$ cat config.mk
export PLATFORM = sky130hd
export DESIGN_NAME = seq_divider
export DESIGN_NICKNAME = d
export VERILOG_FILES = /design/src/rtl/div_pkg.sv /design/src/rtl/div_operand_prep.sv /design/src/rtl/div_ctrl.sv /design/src/rtl/div_datapath.sv /design/src/rtl/seq_divider.sv
export SDC_FILE = /design/constraint.sdc
export NUM_CORES = 1
export LEC_CHECK = 0
export CAP_MARGIN = 20
export CORE_ASPECT_RATIO = 1.5
export CORE_MARGIN = 2
export CORE_UTILIZATION = 40
export DETAILED_ROUTE_END_ITERATION = 7
export DONT_BUFFER_PORTS = 1
export PLACE_DENSITY = 0.62
export REMOVE_ABC_BUFFERS = 1
export SLEW_MARGIN = 20
export SYNTH_ARGS = -nofsm -noshare
export SYNTH_HDL_FRONTEND = slang
export SYNTH_SLANG_ARGS = --single-unit
$ cat constraint.sdc
create_clock -name clk -period 4.58 [get_ports clk]
set_input_delay 0.687 -clock clk [delete_from_list [all_inputs] [get_ports clk]]
set_output_delay 0.687 -clock clk [all_outputs]
set_load 0.005 [all_outputs]
$ cat src/rtl/div_pkg.sv
package div_pkg;

  typedef enum logic [1:0] {
    ST_IDLE     = 2'd0,
    ST_PRESHIFT = 2'd1,
    ST_ITER     = 2'd2,
    ST_FIX      = 2'd3
  } div_state_e;

  typedef struct packed {
    logic neg_quo;
    logic neg_rem;
  } sign_fix_t;

endpackage

$ cat src/rtl/div_operand_prep.sv
module div_operand_prep
  import div_pkg::*;
#(
  parameter int W = 32
) (
  input  logic [W-1:0] op_a,
  input  logic [W-1:0] op_b,
  input  logic         signed_mode,
  output logic [W-1:0] mag_a,
  output logic [W-1:0] mag_b,
  output sign_fix_t    fix
);

  // Magnitude of a value; the most negative input maps to 2^(W-1) unsigned.
  function automatic logic [W-1:0] magnitude(input logic [W-1:0] v, input logic sgn);
    magnitude = (sgn && v[W-1]) ? (~v + 1'b1) : v;
  endfunction

  assign mag_a = magnitude(op_a, signed_mode);
  assign mag_b = magnitude(op_b, signed_mode);

  assign fix.neg_quo = signed_mode && (op_a[W-1] ^ op_b[W-1]);
  assign fix.neg_rem = signed_mode && op_a[W-1];

endmodule

$ cat src/rtl/div_ctrl.sv
module div_ctrl
  import div_pkg::*;
#(
  parameter int W = 32
) (
  input  logic clk,
  input  logic rst_n,
  input  logic start,
  output logic load_ev,
  output logic preshift_ev,
  output logic iter_ev,
  output logic last_iter,
  output logic fix_ev,
  output logic busy
);

  localparam int CNT_W = (W > 1) ? $clog2(W) : 1;
  localparam logic [CNT_W-1:0] LAST_CNT = CNT_W'(W - 1);

  div_state_e       state, state_nxt;
  logic [CNT_W-1:0] cnt;

  assign busy        = (state != ST_IDLE);
  assign load_ev     = start && !busy;
  assign preshift_ev = (state == ST_PRESHIFT);
  assign iter_ev     = (state == ST_ITER);
  assign fix_ev      = (state == ST_FIX);
  assign last_iter   = iter_ev && (cnt == LAST_CNT);

  always_comb begin
    state_nxt = state;
    unique case (state)
      ST_IDLE:     if (start) state_nxt = ST_PRESHIFT;
      ST_PRESHIFT: state_nxt = ST_ITER;
      ST_ITER:     if (cnt == LAST_CNT) state_nxt = ST_FIX;
      ST_FIX:      state_nxt = ST_IDLE;
      default:     state_nxt = ST_IDLE;
    endcase
  end

  always_ff @(posedge clk or negedge rst_n) begin
    if (!rst_n) begin
      state <= ST_IDLE;
      cnt   <= '0;
    end else begin
      state <= state_nxt;
      if (preshift_ev)  cnt <= '0;
      else if (iter_ev) cnt <= cnt + 1'b1;
    end
  end

  // a start while running must not restart or end the run early.
  p_start_ignored_r7: assert property (@(posedge clk) disable iff (!rst_n)
    (busy && !fix_ev && start) |=> busy);

  // completion follows only the final iteration.
  p_fix_after_last_r2: assert property (@(posedge clk) disable iff (!rst_n)
    fix_ev |-> $past(last_iter));

  // a new run always begins with the single pre-shift.
  p_load_to_preshift_r2: assert property (@(posedge clk) disable iff (!rst_n)
    load_ev |=> preshift_ev);

endmodule

$ cat src/rtl/div_datapath.sv
module div_datapath #(
  parameter int W = 32
) (
  input  logic         clk,
  input  logic         rst_n,
  input  logic         load_ev,
  input  logic         preshift_ev,
  input  logic         iter_ev,
  input  logic         fix_ev,
  input  logic [W-1:0] mag_a,
  input  logic [W-1:0] mag_b,
  output logic [W-1:0] quo_mag,
  output logic [W-1:0] rem_mag
);

  localparam int ACC_W = 2 * W + 1;  // extra top bit holds the spill of the partial remainder

  logic [ACC_W-1:0] acc;
  logic [W-1:0]     dvs;
  logic [W+1:0]     trial;
  logic             trial_neg;

  // Trial subtraction of the divisor from the (W+1)-bit upper part.
  function automatic logic [W+1:0] trial_sub(input logic [W:0] upper, input logic [W-1:0] d);
    trial_sub = {1'b0, upper} - {2'b00, d};
  endfunction

  // One restore-or-keep step merged with the left shift.
  function automatic logic [ACC_W-1:0] step(input logic [ACC_W-1:0] a, input logic [W+1:0] t);
    if (t[W+1]) step = {a[ACC_W-2:0], 1'b0};
    else        step = {t[W-1:0], a[W-1:0], 1'b1};
  endfunction

  assign trial     = trial_sub(acc[ACC_W-1:W], dvs);
  assign trial_neg = trial[W+1];

  always_ff @(posedge clk or negedge rst_n) begin
    if (!rst_n) begin
      acc <= '0;
      dvs <= '0;
    end else if (load_ev) begin
      acc <= {{(W+1){1'b0}}, mag_a};
      dvs <= mag_b;
    end else if (preshift_ev) begin
      acc <= {acc[ACC_W-2:0], 1'b0};
    end else if (iter_ev) begin
      acc <= step(acc, trial);
    end
  end

  // Final correction: only the upper part moves back right by one.
  assign rem_mag = acc[ACC_W-1:W+1];
  assign quo_mag = acc[W-1:0];

  // a kept difference always fits back into W bits.
  p_keep_fits_r9: assert property (@(posedge clk) disable iff (!rst_n)
    (iter_ev && !trial_neg) |-> !trial[W]);

  // the final remainder magnitude is below a non-zero divisor.
  p_rem_below_divisor_r10: assert property (@(posedge clk) disable iff (!rst_n)
    (fix_ev && dvs != '0) |-> (rem_mag < dvs));

  // a zero divisor never restores, so every quotient bit is one.
  p_zero_div_ones_r6: assert property (@(posedge clk) disable iff (!rst_n)
    (fix_ev && dvs == '0) |-> (quo_mag == '1));

endmodule

$ cat src/rtl/seq_divider.sv
module seq_divider
  import div_pkg::*;
#(
  parameter int W = 32
) (
  input  logic         clk,
  input  logic         rst_n,
  input  logic         start,
  input  logic         is_signed,
  input  logic [31:0]  dividend,
  input  logic [31:0]  divisor,
  output logic [31:0]  lo,
  output logic [31:0]  hi,
  output logic         busy,
  output logic         done
);

  logic [W-1:0] mag_a, mag_b, quo_mag, rem_mag;
  sign_fix_t    fix_in, fix_q;
  logic         load_ev, preshift_ev, iter_ev, last_iter, fix_ev;
  logic [W-1:0] lo_q, hi_q;
  logic         done_q;

  function automatic logic [W-1:0] apply_sign(input logic [W-1:0] v, input logic neg);
    apply_sign = neg ? (~v + 1'b1) : v;
  endfunction

  div_operand_prep #(.W(W)) u_prep (
    .op_a        (dividend[W-1:0]),
    .op_b        (divisor[W-1:0]),
    .signed_mode (is_signed),
    .mag_a       (mag_a),
    .mag_b       (mag_b),
    .fix         (fix_in)
  );

  div_ctrl #(.W(W)) u_ctrl (
    .clk         (clk),
    .rst_n       (rst_n),
    .start       (start),
    .load_ev     (load_ev),
    .preshift_ev (preshift_ev),
    .iter_ev     (iter_ev),
    .last_iter   (last_iter),
    .fix_ev      (fix_ev),
    .busy        (busy)
  );

  div_datapath #(.W(W)) u_dp (
    .clk         (clk),
    .rst_n       (rst_n),
    .load_ev     (load_ev),
    .preshift_ev (preshift_ev),
    .iter_ev     (iter_ev),
    .fix_ev      (fix_ev),
    .mag_a       (mag_a),
    .mag_b       (mag_b),
    .quo_mag     (quo_mag),
    .rem_mag     (rem_mag)
  );

  always_ff @(posedge clk or negedge rst_n) begin
    if (!rst_n) begin
      fix_q  <= '0;
      lo_q   <= '0;
      hi_q   <= '0;
      done_q <= 1'b0;
    end else begin
      if (load_ev) fix_q <= fix_in;
      done_q <= fix_ev;
      if (fix_ev) begin
        lo_q <= apply_sign(quo_mag, fix_q.neg_quo);
        hi_q <= apply_sign(rem_mag, fix_q.neg_rem);
      end
    end
  end

  assign lo   = lo_q;
  assign hi   = hi_q;
  assign done = done_q;

  // done lasts a single cycle.
  p_done_single_r8: assert property (@(posedge clk) disable iff (!rst_n)
    done |=> !done);

  // results hold whenever no completion is signalled.
  p_hold_results_r8: assert property (@(posedge clk) disable iff (!rst_n)
    !done |-> ($stable(lo) && $stable(hi)));

  // busy and done are exclusive.
  p_busy_done_excl_r2: assert property (@(posedge clk) disable iff (!rst_n)
    !(busy && done));

  // a non-zero remainder of a negative signed dividend is negative.
  p_rem_sign_r4: assert property (@(posedge clk) disable iff (!rst_n)
    (done && fix_q.neg_rem && hi != '0) |-> hi[W-1]);

endmodule

==> results_dict.tcl <==
set metrics [dict create \
    die_x_um 141 \
    whs_ps -63.3 \
    synth_top_cell_by_area "dfrtp_1" \
    dieHeight_um 210 \
    final_common_cell "dfrtp_1" \
    synth_xor_area_frac 0.112 \
    drive_gt1_frac 0.0518 \
    cts.sinks 171 \
    tns_ps 0 \
    routed_wl_mm 29.4 \
    cts_made_buffers 17 \
    post-route-period-util 0.751 \
    total_power_mw 11.0 \
    slowest_delay_ps 540 \
    syn_avg_cell_area_um2 8.30 \
    place_congestion 0.910 \
    ir_worst_vdd_v 0.000435 \
    synth_area_leaders "dfrtp_1 38%, a21oi_1 7.3%, xor2_1 6.7%" \
    final_util 0.440 \
    slew_viol_final 0 \
    num_rows 75 \
    fill_cells 2678 \
    avgViaCountPerCell 5.60 \
    ios 134 \
    grt_pass1_wl_mm 48.2 \
    grt_setup_unrepaired "false" \
    cp_max_fo 8 \
    synth-simple-area-share 0.179 \
    slowest_stage "or4_1" \
    clk_latency_ps 450 \
    r2r-end "hi[30]" \
    cts_buffer_depth 2 \
    cp.depth 10 \
    syn_area_um2 11300 \
    final_cell_mix "171 x dfrtp_1, 163 x a21oi_1, 158 x nand2_1" \
    synth_edf_count 0 \
    portBuffers 0 \
    grt_max_degree 172 \
    yosys_warnings 0 \
    tightestPinTransition_ps 1040 \
    synthMuxAreaShare 0.0209 \
    cts_tree "yes" \
    path_delay_family "simple AND/OR/NAND/NOR gates" \
    cp_num_buf_inv 1 \
    initial_utilization 0.405 \
    arrival_ps 3770 \
    synth_top_family_by_area "compound AO/OA/AOI/OAI gates" \
    p_leak_nw 5.05 \
    worst_clock_skew_ps 10.4 \
    failed_checks "hold timing" \
    core_area_um2 27900 \
    grt_antenna_before_repair 0 \
    drc 0 \
    ys_seq_area_frac 0.379 \
    synthArstFlopShare 1.00 \
    synth_ff_type "dfrtp_1" \
    hold_class "primary input to async pin" \
    synth_fa_ha_area_frac 0.0494 \
    reg2regPathDepth 10 \
    nNetsFinal 1431 \
    ff2ff_setup_slack_ps 1140 \
    ys_ff_latch 171 \
    hold_viol_final 171 \
    max_cap_viol_count 0 \
    cpMostUsedCell "or4_1" \
    r2r_start "u_dp.acc[33]" \
    start_kind "flip-flop" \
    post-place-ws_ps 1070 \
    crit_path_end_kind "flip-flop" \
    ant_nets 0 \
    worst_slack_ps 1140 \
    finalCriticalPeriod_ps 3440 \
    slew_headroom 0.306 \
    status "complete, but fails checks" \
    first_iter_violations 564 \
    fmax_mhz 291 \
    synth_compound_area_frac 0.217 \
    netlist.area_leader.share 0.379 \
    path_cells "inv_1, ha_1, nor2b_1, nand4_1, or4_1, or4_1, or3_1, o31ai_2, xnor2_1, mux2_2" \
    antennaDiodeCount 0 \
    powerDensity_nw_per_um2 900 \
    dieArea_um2 29600 \
    gr-total-overflow 0 \
    dr.pass1.iters 5 \
    vias 9404 \
    path_clk_slew_ps 70 \
    htreeDepth 4 \
    area_growth_pct 8.47 \
    crit_start "u_dp.acc[33]" \
    crit_end "hi[30]" \
    synthCells 1362 \
    synth_cell_type_count 66 \
    required_ps 4910 \
    root_buffer "clkbuf_16" \
    wl_per_cell_um 17.5 \
    place_hpwl_mm 21.4 \
    grt_usage 0.204 \
    setup_viol 0 \
    grt_pass1_vias 9340 \
    setup.worst_path.class "flip-flop to flip-flop" \
]
## cell type report
class	instances	area, um^2	area share
Inverter	56	210	0.0172
Clock inverter	9	181	0.0148
Sequential cell	171	4280	0.349
Tap cell	346	433	0.0353
Clock buffer	23	498	0.0406
Multi-Input combinational cell	1062	6570	0.536
Timing Repair Buffer	11	82.6	0.00674
## worst min-delay path by stage
stage	start	to	slack [ps]	depth (start not counted)
final	rst_n	u_dp.dvs[3]	-60	0
after CTS	rst_n	u_dp.dvs[3]	-90	0
after floorplan	rst_n	done	390	0
after global placement	rst_n	u_dp.dvs[5]	400	0
after detailed placement	rst_n	u_dp.dvs[3]	400	0
after global routing	rst_n	u_dp.dvs[3]	-100	0
## state kept, by name, summed over array words and instances, names as in the netlist
name	cells
hi	32
u_ctrl.state	2
u_dp.acc	65
lo	32
u_dp.dvs	32
fix_q	2
u_ctrl.cnt	5
done	1
## Yosys cell counts (all sizes together), types with 8 or more instances
cell type and n:
nand2b 8, clkbuf 68, o31ai 26, dfrtp 171, or4 17, nor2 145
nor4 19, o211ai 9, nor2b 8, a21o 9, a21oi 164, a31oi 33
xnor2 58, and3 10, nor3 20, nand3 18, ha 43, o21ai 103
mux2 10, o41ai 18, inv 56, xor2 86, nand2 159, mux2i 12
or3 8
## metrics by stage
step	cells	cell area [um^2]
2_1_floorplan	1289	11000
3_3_place_gp	1646	11600
3_5_place_dp	1646	11600
4_1_cts	1678	12300
5_1_grt	1678	12300
6_report	1678	12300
## timing repair
action / CTS / global route
gates resized for setup: 0 / 0
buffers inserted: 0 / 0
endpoints found under the hold margin: 171 / 171
## layer usage
layer  up-vias  global-route usage  part of all wire  wire [um]
li1       4736                   -                 -          -
met1      4448               0.229              0.41      12000
met2       185               0.376              0.53      15600
met3        35              0.0454             0.043       1280
met4         0              0.0697             0.020        588
met5         -                   0                 0          0
## cells by family after synthesis
logic type | Yosys count
fa+ha+maj | 44
flops | 171
simple gates | 440
mux | 22
compound gates | 412
xor+xnor | 144
buf+inv | 129
## where the power goes
part	switching, mW	internal (mW)	total (mW)
clock network	0.618	1.04	1.66
registers	0.930	2.31	3.24
logic	3.60	2.53	6.13
total	5.15	5.88	11.0
## worst reg2reg max path, stage by stage, from the launching register on
cell and delay (ps):
dfrtp_1 480, inv_1 100, ha_1 190, nor2b_1 240, nand4_1 210, or4_1 490
or4_1 540, or3_1 450, o31ai_2 280, xnor2_1 80, mux2_2 260
(Power assumes the default switching activity.)
